**config.mk**
```make
export PLATFORM = sky130hd
export DESIGN_NAME = trig_id_counters
export DESIGN_NICKNAME = d
export VERILOG_FILES = /design/src/rtl/trig_id_pkg.sv /design/src/rtl/bunch_counter.sv /design/src/rtl/bunch_capture.sv /design/src/rtl/event_id_counter.sv /design/src/rtl/trig_id_counters.sv
export SDC_FILE = /design/constraint.sdc
export NUM_CORES = 1
export LEC_CHECK = 0
export ABC_AREA = 0
export CORE_MARGIN = 2
export CORE_UTILIZATION = 45
export CTS_CLUSTER_SIZE = 24
export DETAILED_ROUTE_END_ITERATION = 6
export PLACE_DENSITY = 0.81
export SYNTH_ARGS = -nofsm -noshare
export SYNTH_HDL_FRONTEND = slang
export SYNTH_SLANG_ARGS = --single-unit
```
**constraint.sdc**
```tcl
create_clock -name clk -period 1.8 [get_ports clk]
set_input_delay 0.27 -clock clk [delete_from_list [all_inputs] [get_ports clk]]
set_output_delay 0.27 -clock clk [all_outputs]
set_load 0.05 [all_outputs]
```
**src/rtl/trig_id_pkg.sv**
```systemverilog
package trig_id_pkg;

    localparam int ID_W    = 24;
    localparam int ECR_W   = 8;
    localparam int BC_W    = 12;
    localparam int OFS_W   = 4;
    localparam int WORD_W  = 16;
    localparam int ID_HI_W = ID_W - WORD_W;

    typedef enum logic [1:0] {
        SEL_ID_LO = 2'd0,
        SEL_ID_HI = 2'd1,
        SEL_BUNCH = 2'd2,
        SEL_NONE  = 2'd3
    } reg_sel_e;

    typedef struct packed {
        logic trig;
        logic ecr;
        logic bcr;
    } pulse_t;

    typedef struct packed {
        logic              en;
        reg_sel_e          sel;
        logic [WORD_W-1:0] data;
    } host_wr_t;

    function automatic logic [WORD_W-1:0] pack_hi_word(
        input logic [ID_W-1:0]  id,
        input logic [ECR_W-1:0] ecr_n
    );
        return {ecr_n, id[ID_W-1:WORD_W]};
    endfunction

    function automatic logic [WORD_W-1:0] pack_bunch_word(
        input logic [OFS_W-1:0] ofs,
        input logic [BC_W-1:0]  bunch
    );
        return {ofs, bunch};
    endfunction

endpackage

```
**src/rtl/bunch_counter.sv**
```systemverilog
module bunch_counter #(
    parameter int BC_W = 12
) (
    input  logic            clk,
    input  logic            rst,
    input  logic            bcr,
    output logic [BC_W-1:0] cnt_o
);

    logic [BC_W-1:0] cnt_q;

    always_ff @(posedge clk) begin
        if (rst || bcr) begin
            cnt_q <= '0;
        end else begin
            cnt_q <= cnt_q + 1'b1;
        end
    end

    assign cnt_o = cnt_q;

    assert_bcr_zero_R6: assert property (@(posedge clk) disable iff (rst)
        bcr |=> (cnt_o == '0));

    assert_free_run_R6: assert property (@(posedge clk) disable iff (rst)
        !bcr |=> (cnt_o == $past(cnt_o) + 1'b1));

endmodule

```
**src/rtl/bunch_capture.sv**
```systemverilog
module bunch_capture #(
    parameter int BC_W  = 12,
    parameter int OFS_W = 4
) (
    input  logic             clk,
    input  logic             rst,
    input  logic             trig,
    input  logic             ofs_we,
    input  logic [OFS_W-1:0] ofs_din,
    input  logic [BC_W-1:0]  cnt_i,
    output logic [BC_W-1:0]  bunch_o,
    output logic [OFS_W-1:0] ofs_o
);

    logic [BC_W-1:0]  bunch_q;
    logic [OFS_W-1:0] ofs_q;
    logic [BC_W-1:0]  shifted;

    assign shifted = cnt_i + BC_W'(ofs_q);

    always_ff @(posedge clk) begin
        if (rst) begin
            bunch_q <= '0;
            ofs_q   <= '0;
        end else begin
            if (trig)   bunch_q <= shifted;
            if (ofs_we) ofs_q   <= ofs_din;
        end
    end

    assign bunch_o = bunch_q;
    assign ofs_o   = ofs_q;

    assert_capture_R7: assert property (@(posedge clk) disable iff (rst)
        trig |=> ((bunch_o - $past(ofs_o)) == $past(cnt_i)));

    assert_hold_R7: assert property (@(posedge clk) disable iff (rst)
        !trig |=> $stable(bunch_o));

    assert_offset_R8: assert property (@(posedge clk) disable iff (rst)
        ofs_we |=> (ofs_o == $past(ofs_din)));

endmodule

```
**src/rtl/event_id_counter.sv**
```systemverilog
module event_id_counter
    import trig_id_pkg::*;
#(
    parameter int ID_W   = trig_id_pkg::ID_W,
    parameter int ECR_W  = trig_id_pkg::ECR_W,
    parameter int WORD_W = trig_id_pkg::WORD_W
) (
    input  logic              clk,
    input  logic              rst,
    input  logic              trig,
    input  logic              ecr,
    input  logic              standalone,
    input  logic              wr_lo,
    input  logic              wr_hi,
    input  logic [WORD_W-1:0] din,
    output logic [ID_W-1:0]   id_o,
    output logic [ECR_W-1:0]  ecr_cnt_o
);

    localparam int HI_W = ID_W - WORD_W;

    logic [ID_W-1:0]  id_q;
    logic [ECR_W-1:0] n_q;
    logic             load_lo;
    logic             load_hi;

    assign load_lo = wr_lo && standalone;
    assign load_hi = wr_hi && standalone;

    always_ff @(posedge clk) begin
        if (rst) begin
            id_q <= '1;
            n_q  <= '0;
        end else if (ecr) begin
            id_q <= '1;
            n_q  <= n_q + 1'b1;
        end else if (trig) begin
            id_q <= id_q + 1'b1;
        end else if (load_lo) begin
            id_q[WORD_W-1:0] <= din;
        end else if (load_hi) begin
            id_q[ID_W-1:WORD_W] <= din[HI_W-1:0];
        end
    end

    assign id_o      = id_q;
    assign ecr_cnt_o = n_q;

    assert_trig_inc_R2: assert property (@(posedge clk) disable iff (rst)
        (trig && !ecr) |=> (id_o == $past(id_o) + 1'b1));

    assert_ecr_R3: assert property (@(posedge clk) disable iff (rst)
        ecr |=> ((&id_o) && (ecr_cnt_o == $past(ecr_cnt_o) + 1'b1)));

    assert_count_only_ecr_R3: assert property (@(posedge clk) disable iff (rst)
        !ecr |=> $stable(ecr_cnt_o));

    assert_load_lo_R4: assert property (@(posedge clk) disable iff (rst)
        (standalone && wr_lo && !trig && !ecr) |=> (id_o[WORD_W-1:0] == $past(din)));

    assert_no_load_R5: assert property (@(posedge clk) disable iff (rst)
        (!standalone && !trig && !ecr) |=> $stable(id_o));

endmodule

```
**src/rtl/trig_id_counters.sv**
```systemverilog
module trig_id_counters
    import trig_id_pkg::*;
(
    input  logic        clk,
    input  logic        rst,
    input  logic        trig_i,
    input  logic        ecr_i,
    input  logic        bcr_i,
    input  logic        standalone_i,
    input  logic        wr_en_i,
    input  logic [1:0]  wr_sel_i,
    input  logic [15:0] wr_data_i,
    output logic [15:0] id_lo_o,
    output logic [15:0] id_hi_o,
    output logic [15:0] bunch_o
);

    pulse_t            pulse;
    host_wr_t          wr;
    logic [ID_W-1:0]   id;
    logic [ECR_W-1:0]  ecr_n;
    logic [BC_W-1:0]   bcnt;
    logic [BC_W-1:0]   bunch;
    logic [OFS_W-1:0]  ofs;
    logic              wr_lo;
    logic              wr_hi;
    logic              wr_bunch;

    assign pulse = '{trig: trig_i, ecr: ecr_i, bcr: bcr_i};
    assign wr    = '{en: wr_en_i, sel: reg_sel_e'(wr_sel_i), data: wr_data_i};

    assign wr_lo    = wr.en && (wr.sel == SEL_ID_LO);
    assign wr_hi    = wr.en && (wr.sel == SEL_ID_HI);
    assign wr_bunch = wr.en && (wr.sel == SEL_BUNCH);

    bunch_counter #(.BC_W(BC_W)) u_bcnt (
        .clk   (clk),
        .rst   (rst),
        .bcr   (pulse.bcr),
        .cnt_o (bcnt)
    );

    bunch_capture #(.BC_W(BC_W), .OFS_W(OFS_W)) u_bcap (
        .clk     (clk),
        .rst     (rst),
        .trig    (pulse.trig),
        .ofs_we  (wr_bunch),
        .ofs_din (wr.data[WORD_W-1 -: OFS_W]),
        .cnt_i   (bcnt),
        .bunch_o (bunch),
        .ofs_o   (ofs)
    );

    event_id_counter #(.ID_W(ID_W), .ECR_W(ECR_W), .WORD_W(WORD_W)) u_evid (
        .clk        (clk),
        .rst        (rst),
        .trig       (pulse.trig),
        .ecr        (pulse.ecr),
        .standalone (standalone_i),
        .wr_lo      (wr_lo),
        .wr_hi      (wr_hi),
        .din        (wr.data),
        .id_o       (id),
        .ecr_cnt_o  (ecr_n)
    );

    assign id_lo_o = id[WORD_W-1:0];
    assign id_hi_o = pack_hi_word(id, ecr_n);
    assign bunch_o = pack_bunch_word(ofs, bunch);

    assert_hi_byte_guard_R4: assert property (@(posedge clk) disable iff (rst)
        (wr_hi && !ecr_i) |=> $stable(id_hi_o[15:8]));

endmodule

```
Word level (Yosys, flattened, before mapping)

Index checks and enable logic that the tools add are counted.

Register bits: 60
Input port bits: 25

Reduce and logical (&&, ||, !) cells: 11
Add/sub/neg operators: 4
Eq/ne operators: 3
Muxes and demuxes: 4

Operators with widths:

| operator                | count |
|---|---|
| $add A24 B1 Y24 const B | 1 |
| $mux W24                | 1 |
| $mux W16                | 1 |
| $mux W8                 | 2 |
| $add A12 B1 Y12 const B | 1 |
| $add A12 B4 Y12         | 1 |
| $add A8 B1 Y8 const B   | 1 |
| $logic_and A1 B1 Y1     | 5 |
| $reduce_bool A2 Y1      | 2 |
| $eq A2 B1 Y1 const B    | 1 |
| $eq A2 B2 Y1 const B    | 1 |
| $logic_not A2 Y1        | 1 |
| $ne A2 B2 Y1 const B    | 1 |
| $reduce_and A2 Y1       | 1 |
| $reduce_or A2 Y1        | 1 |
| $logic_or A1 B1 Y1      | 1 |

Depth between registers and ports, before layout

Depth in word-level cells: 6
Depth in mapped cells: 8
Mapped depth without buffers: 8

Modules after synthesis

A second synthesis with hierarchy kept.

Cell total of the unflattened synthesis: 393
Area, all modules: 3221.8 µm²

By module, submodules not included:

| module           | area an instance (µm²) | cells an instance | instances | sequential area each (µm²) |
|---|---|---|---|---|
| event_id_counter | 1795.5                 | 234               | 1         | 640.6 |
| bunch_capture    | 894.6                  | 98                | 1         | 320.3 |
| bunch_counter    | 501.7                  | 58                | 1         | 240.2 |
| trig_id_counters | 30.0                   | 3                 | 1         | 0.0 |

Worst setup path after synthesis

No wires, ideal clock.

Kind: register -> register
From: register u_bcap.ofs_q[0], in the netlist u_bcap.ofs_o[0]
To: register u_bcap.bunch_q[10], in the netlist u_bcap.bunch_o[10]
Data required time: 1.664 ns
Clock period less this slack: 2.097 ns
Stages on the path, launching flop included: 9
Data arrival time: 1.961 ns
Setup slack: -0.297 ns
Library setup time: 0.136 ns
Cell sequence: dfxtp_1 > ha_1 > inv_1 > fa_1 > nor2b_1 > o21ai_1 > a21oi_1 > xnor2_1 > a211oi_2

Longest elaborated chain between the ends: 1

RTL lines:

| element                | RTL line            | source |
|---|---|---|
| from (decl)            | bunch_capture.sv:16 | `logic [OFS_W-1:0] ofs_q;` |
| from (signal assigned) | bunch_capture.sv:27 | `if (ofs_we) ofs_q <= ofs_din;` |
| $add A12 B4 Y12        | bunch_capture.sv:19 | `assign shifted = cnt_i + BC_W'(ofs_q);` |
| to (signal assigned)   | bunch_capture.sv:26 | `if (trig) bunch_q <= shifted;` |
| to (decl)              | bunch_capture.sv:15 | `logic [BC_W-1:0] bunch_q;` |

No other way between the ends.
A chain may end at the register's enable or synchronous reset.

Worst setup path in the final report

From: register u_bcap.bunch_q[2], in the netlist u_bcap.bunch_o[2]
To: output port bunch_o[2]

RTL lines:

| element   | RTL line               | source |
|---|---|---|
| to (decl) | trig_id_counters.sv:15 | `output logic [15:0] bunch_o` |

No word-level cell between the ends.

==> flow_metrics.tcl <==
set metrics [dict create \
    n_fill_cell 554 \
    min_period_ps 1750 \
    area_delta_synth_final_pct 37.5 \
    io_pins 73 \
    place_congestion 0.866 \
    finalCritPeriodShare 0.974 \
    finalWirelength_um 8500 \
    route.detailed.drc 0 \
    required_ps 1530 \
    crit_path_cell_trace "clkdlybuf4s50_1" \
    pre_cts_slack_ps -85.0 \
    ys_ff_latch 60 \
    drtIter0Drc 318 \
    cp.arrival_ps 1480 \
    vias 3035 \
    drive_above_1_share 0.227 \
    wl_met3_um 549 \
    p_leak_nw 1.80 \
    antenna_found_initial 0 \
    grt_max_degree 25 \
    top_layer_used "met4" \
    report.final.slew_viol_count 0 \
    port_buffers 72 \
    grt_pass1_vias 2884 \
    syn-instance-count 363 \
    irDropWorstVdd_mv 0.553 \
    yosys.area.top_type "dfxtp_1" \
    insertedDiodeCount 0 \
    worstSkewPairLatency_ps 340 \
    power.switching_mw 1.09 \
    hold_violations 0 \
    syn-mean-instance-area_um2 8.64 \
    clkPwrFrac 0.343 \
    synthTopCellsByArea "dfxtp_1 (38%), mux2i_1 (7.3%), nor2_1 (4.9%)" \
    cts_buffer_depth 2 \
    nets 488 \
    synth_cell_type_count 49 \
    grt_use_total 0.233 \
    status "completed" \
    cp.buffers_inverters 1 \
    setup_viol 0 \
    timing.slew.headroom 0.432 \
    cts_made_buffers 9 \
    fp-row-count 30 \
    cts.sinks 60 \
    route.met2.wl_um 4170 \
    seq_area_frac_synth 0.383 \
    fin_hold_ws_ps 484 \
    dr.pass1.iters 5 \
    cpPeakStageDelay_ps 810 \
    r2r_slack_ps 100 \
    postCtsHoldBufs 0 \
    pwr-share-comb 0.247 \
    fin_skew_ps 6.63 \
    seqPwrFrac 0.410 \
    startpoint_type "register" \
    die_w_um 87.5 \
    clockRootBuffer "clkbuf_8" \
    wire_per_inst_um 15.8 \
    internal-power_mw 2.46 \
    grt_pass1_wl_um 13800 \
    clk_pin_slew_ps 60 \
    synth_nets 396 \
    wl_met1_um 3550 \
    tns_ps 0 \
    crit_type "reg -> out" \
    cts_tree "yes" \
    place_hpwl_um 6100 \
    die_area_um2 7650 \
    worst_hold_path_type "reg -> reg" \
    cts_max_level 3 \
    netlist.area_leader.share 0.383 \
    worst_pin_slew_ps 845 \
    critPathCaptureType "output port" \
    max_cap_viol_count 0 \
    syn-cell-area_um2 3140 \
    synth_warnings 0 \
    layout_common_cells "buf_4 (54), dfxtp_1 (47), nor2_1 (41)" \
    core_um2 6760 \
    cpMaxStageDelayCell "clkdlybuf4s50_1" \
    initial_utilization 0.464 \
    post-route-util 0.638 \
    clock.fmax_ghz 0.570 \
    antenna_left 0 \
    cp_max_fo 2 \
    switching_share 0.307 \
    viasPerCell 5.63 \
    cp_top_family "buffers and inverters" \
    die_h_um 87.5 \
    setup_ws_ps 46.1 \
    final_common_cell "buf_4" \
    grt-ovfl-total 0 \
    p_per_area_nw_per_um2 824 \
]
[final cells by class]
| type | count | area, µm² | share of cell area |
|---|---|---|---|
| clock buffers | 13 | 159 | 0.0369 |
| clock inverters | 2 | 35.0 | 0.00813 |
| inverters | 10 | 37.5 | 0.00871 |
| multi-input cells | 275 | 1870 | 0.434 |
| flip-flops and latches | 60 | 1220 | 0.283 |
| well taps | 80 | 100 | 0.0232 |
| repair buffers | 99 | 890 | 0.206 |
[power by group through the flow]
stage / Combinational [mW] / Clock (mW) / Sequential (mW)
6_report: 0.876 / 1.22 / 1.46
5_1_grt: 0.940 / 1.30 / 1.47
4_1_cts: 0.869 / 1.25 / 1.46
3_5_place_dp: 0.863 / 0 / 1.48
3_3_place_gp: 0.850 / 0 / 1.48
2_1_floorplan: 0.397 / 0 / 1.65
[kinds of logic after synthesis]
| kind of cell | synth area share |
|---|---|
| and+or+nand+nor | 0.237 |
| adders and majority gates | 0.0343 |
| AOI/OAI and AO/OA | 0.132 |
| muxes | 0.0878 |
| DFF | 0.383 |
| xor gates and xnor gates | 0.0894 |
| buffers and inverters | 0.0367 |
[path summary, 6_finish.rpt]
| kind | cells past startpoint | to | start |
|---|---|---|---|
| worst max-delay path | 1 | bunch_o[2] | u_bcap.bunch_o[2]$_SDFFE_PP0P_ |
| worst min-delay path | 2 | u_bcap.bunch_o[1]$_SDFFE_PP0P_ | u_bcap.bunch_o[1]$_SDFFE_PP0P_ |
| worst max register to register | 8 | u_bcap.bunch_o[6]$_SDFFE_PP0P_ | u_bcap.ofs_o[0]$_SDFFE_PP0P_ |
| worst min register to register | 2 | u_bcap.bunch_o[1]$_SDFFE_PP0P_ | u_bcap.bunch_o[1]$_SDFFE_PP0P_ |
[tightest hold or removal path: cells and delay by family (launching register included)]
kind             cells  cell delay (ps)
AO/OA/AOI/OAI        1               50
flip-flops           1              310
AND/OR/NAND/NOR      1               80
[layer usage]
layer  GRT usage  vias to the layer above
li1            -                     1466
met1       0.275                     1432
met2       0.392                      115
met3      0.0626                       22
met4       0.106                        0
met5           0                        -
[flip-flops by register name, summed over array words and instances (netlist names)]
register	cells
u_bcnt.cnt_o	12
u_bcap.bunch_o	12
u_bcap.ofs_o	4
u_evid.ecr_cnt_o	8
u_evid.id_o	24
[timing repair]
| action | 4_1_cts | 5_1_grt |
|---|---|---|
| pin swaps | 2 | 0 |
| gates resized for setup | 7 | 13 |
| endpoints found under the setup margin | 7 | 13 |
| setup buffers | 0 | 1 |
| endpoints found under the hold margin | 0 | 0 |
[through the flow]
stage	instances	power [mW]	instance area, µm²
after floorplan	363	2.05	3170
after global placement	523	2.33	4070
after detailed placement	523	2.35	4070
after CTS	538	3.57	4260
after global routing	539	3.70	4310
final	539	3.55	4310
[cells in the mapped netlist, drive strengths merged]
cell	number
a211oi	11
a21o	1
a21oi	14
a22oi	4
a311oi	4
a31o	1
and2	2
and3	5
and4	3
and4bb	1
buf	11
clkbuf	7
dfxtp	60
fa	1
ha	7
inv	10
mux2	4
mux2i	23
nand2	40
nand3	13
nand3b	4
nand4	12
nand4b	1
nor2	41
nor2b	3
nor3	6
nor3b	1
nor4	1
nor4b	1
o211ai	2
o21a	1
o21ai	22
o22ai	2
o31ai	4
or2	3
or3	5
xnor2	15
xor2	17
Power figures use the tool's default switching activity.
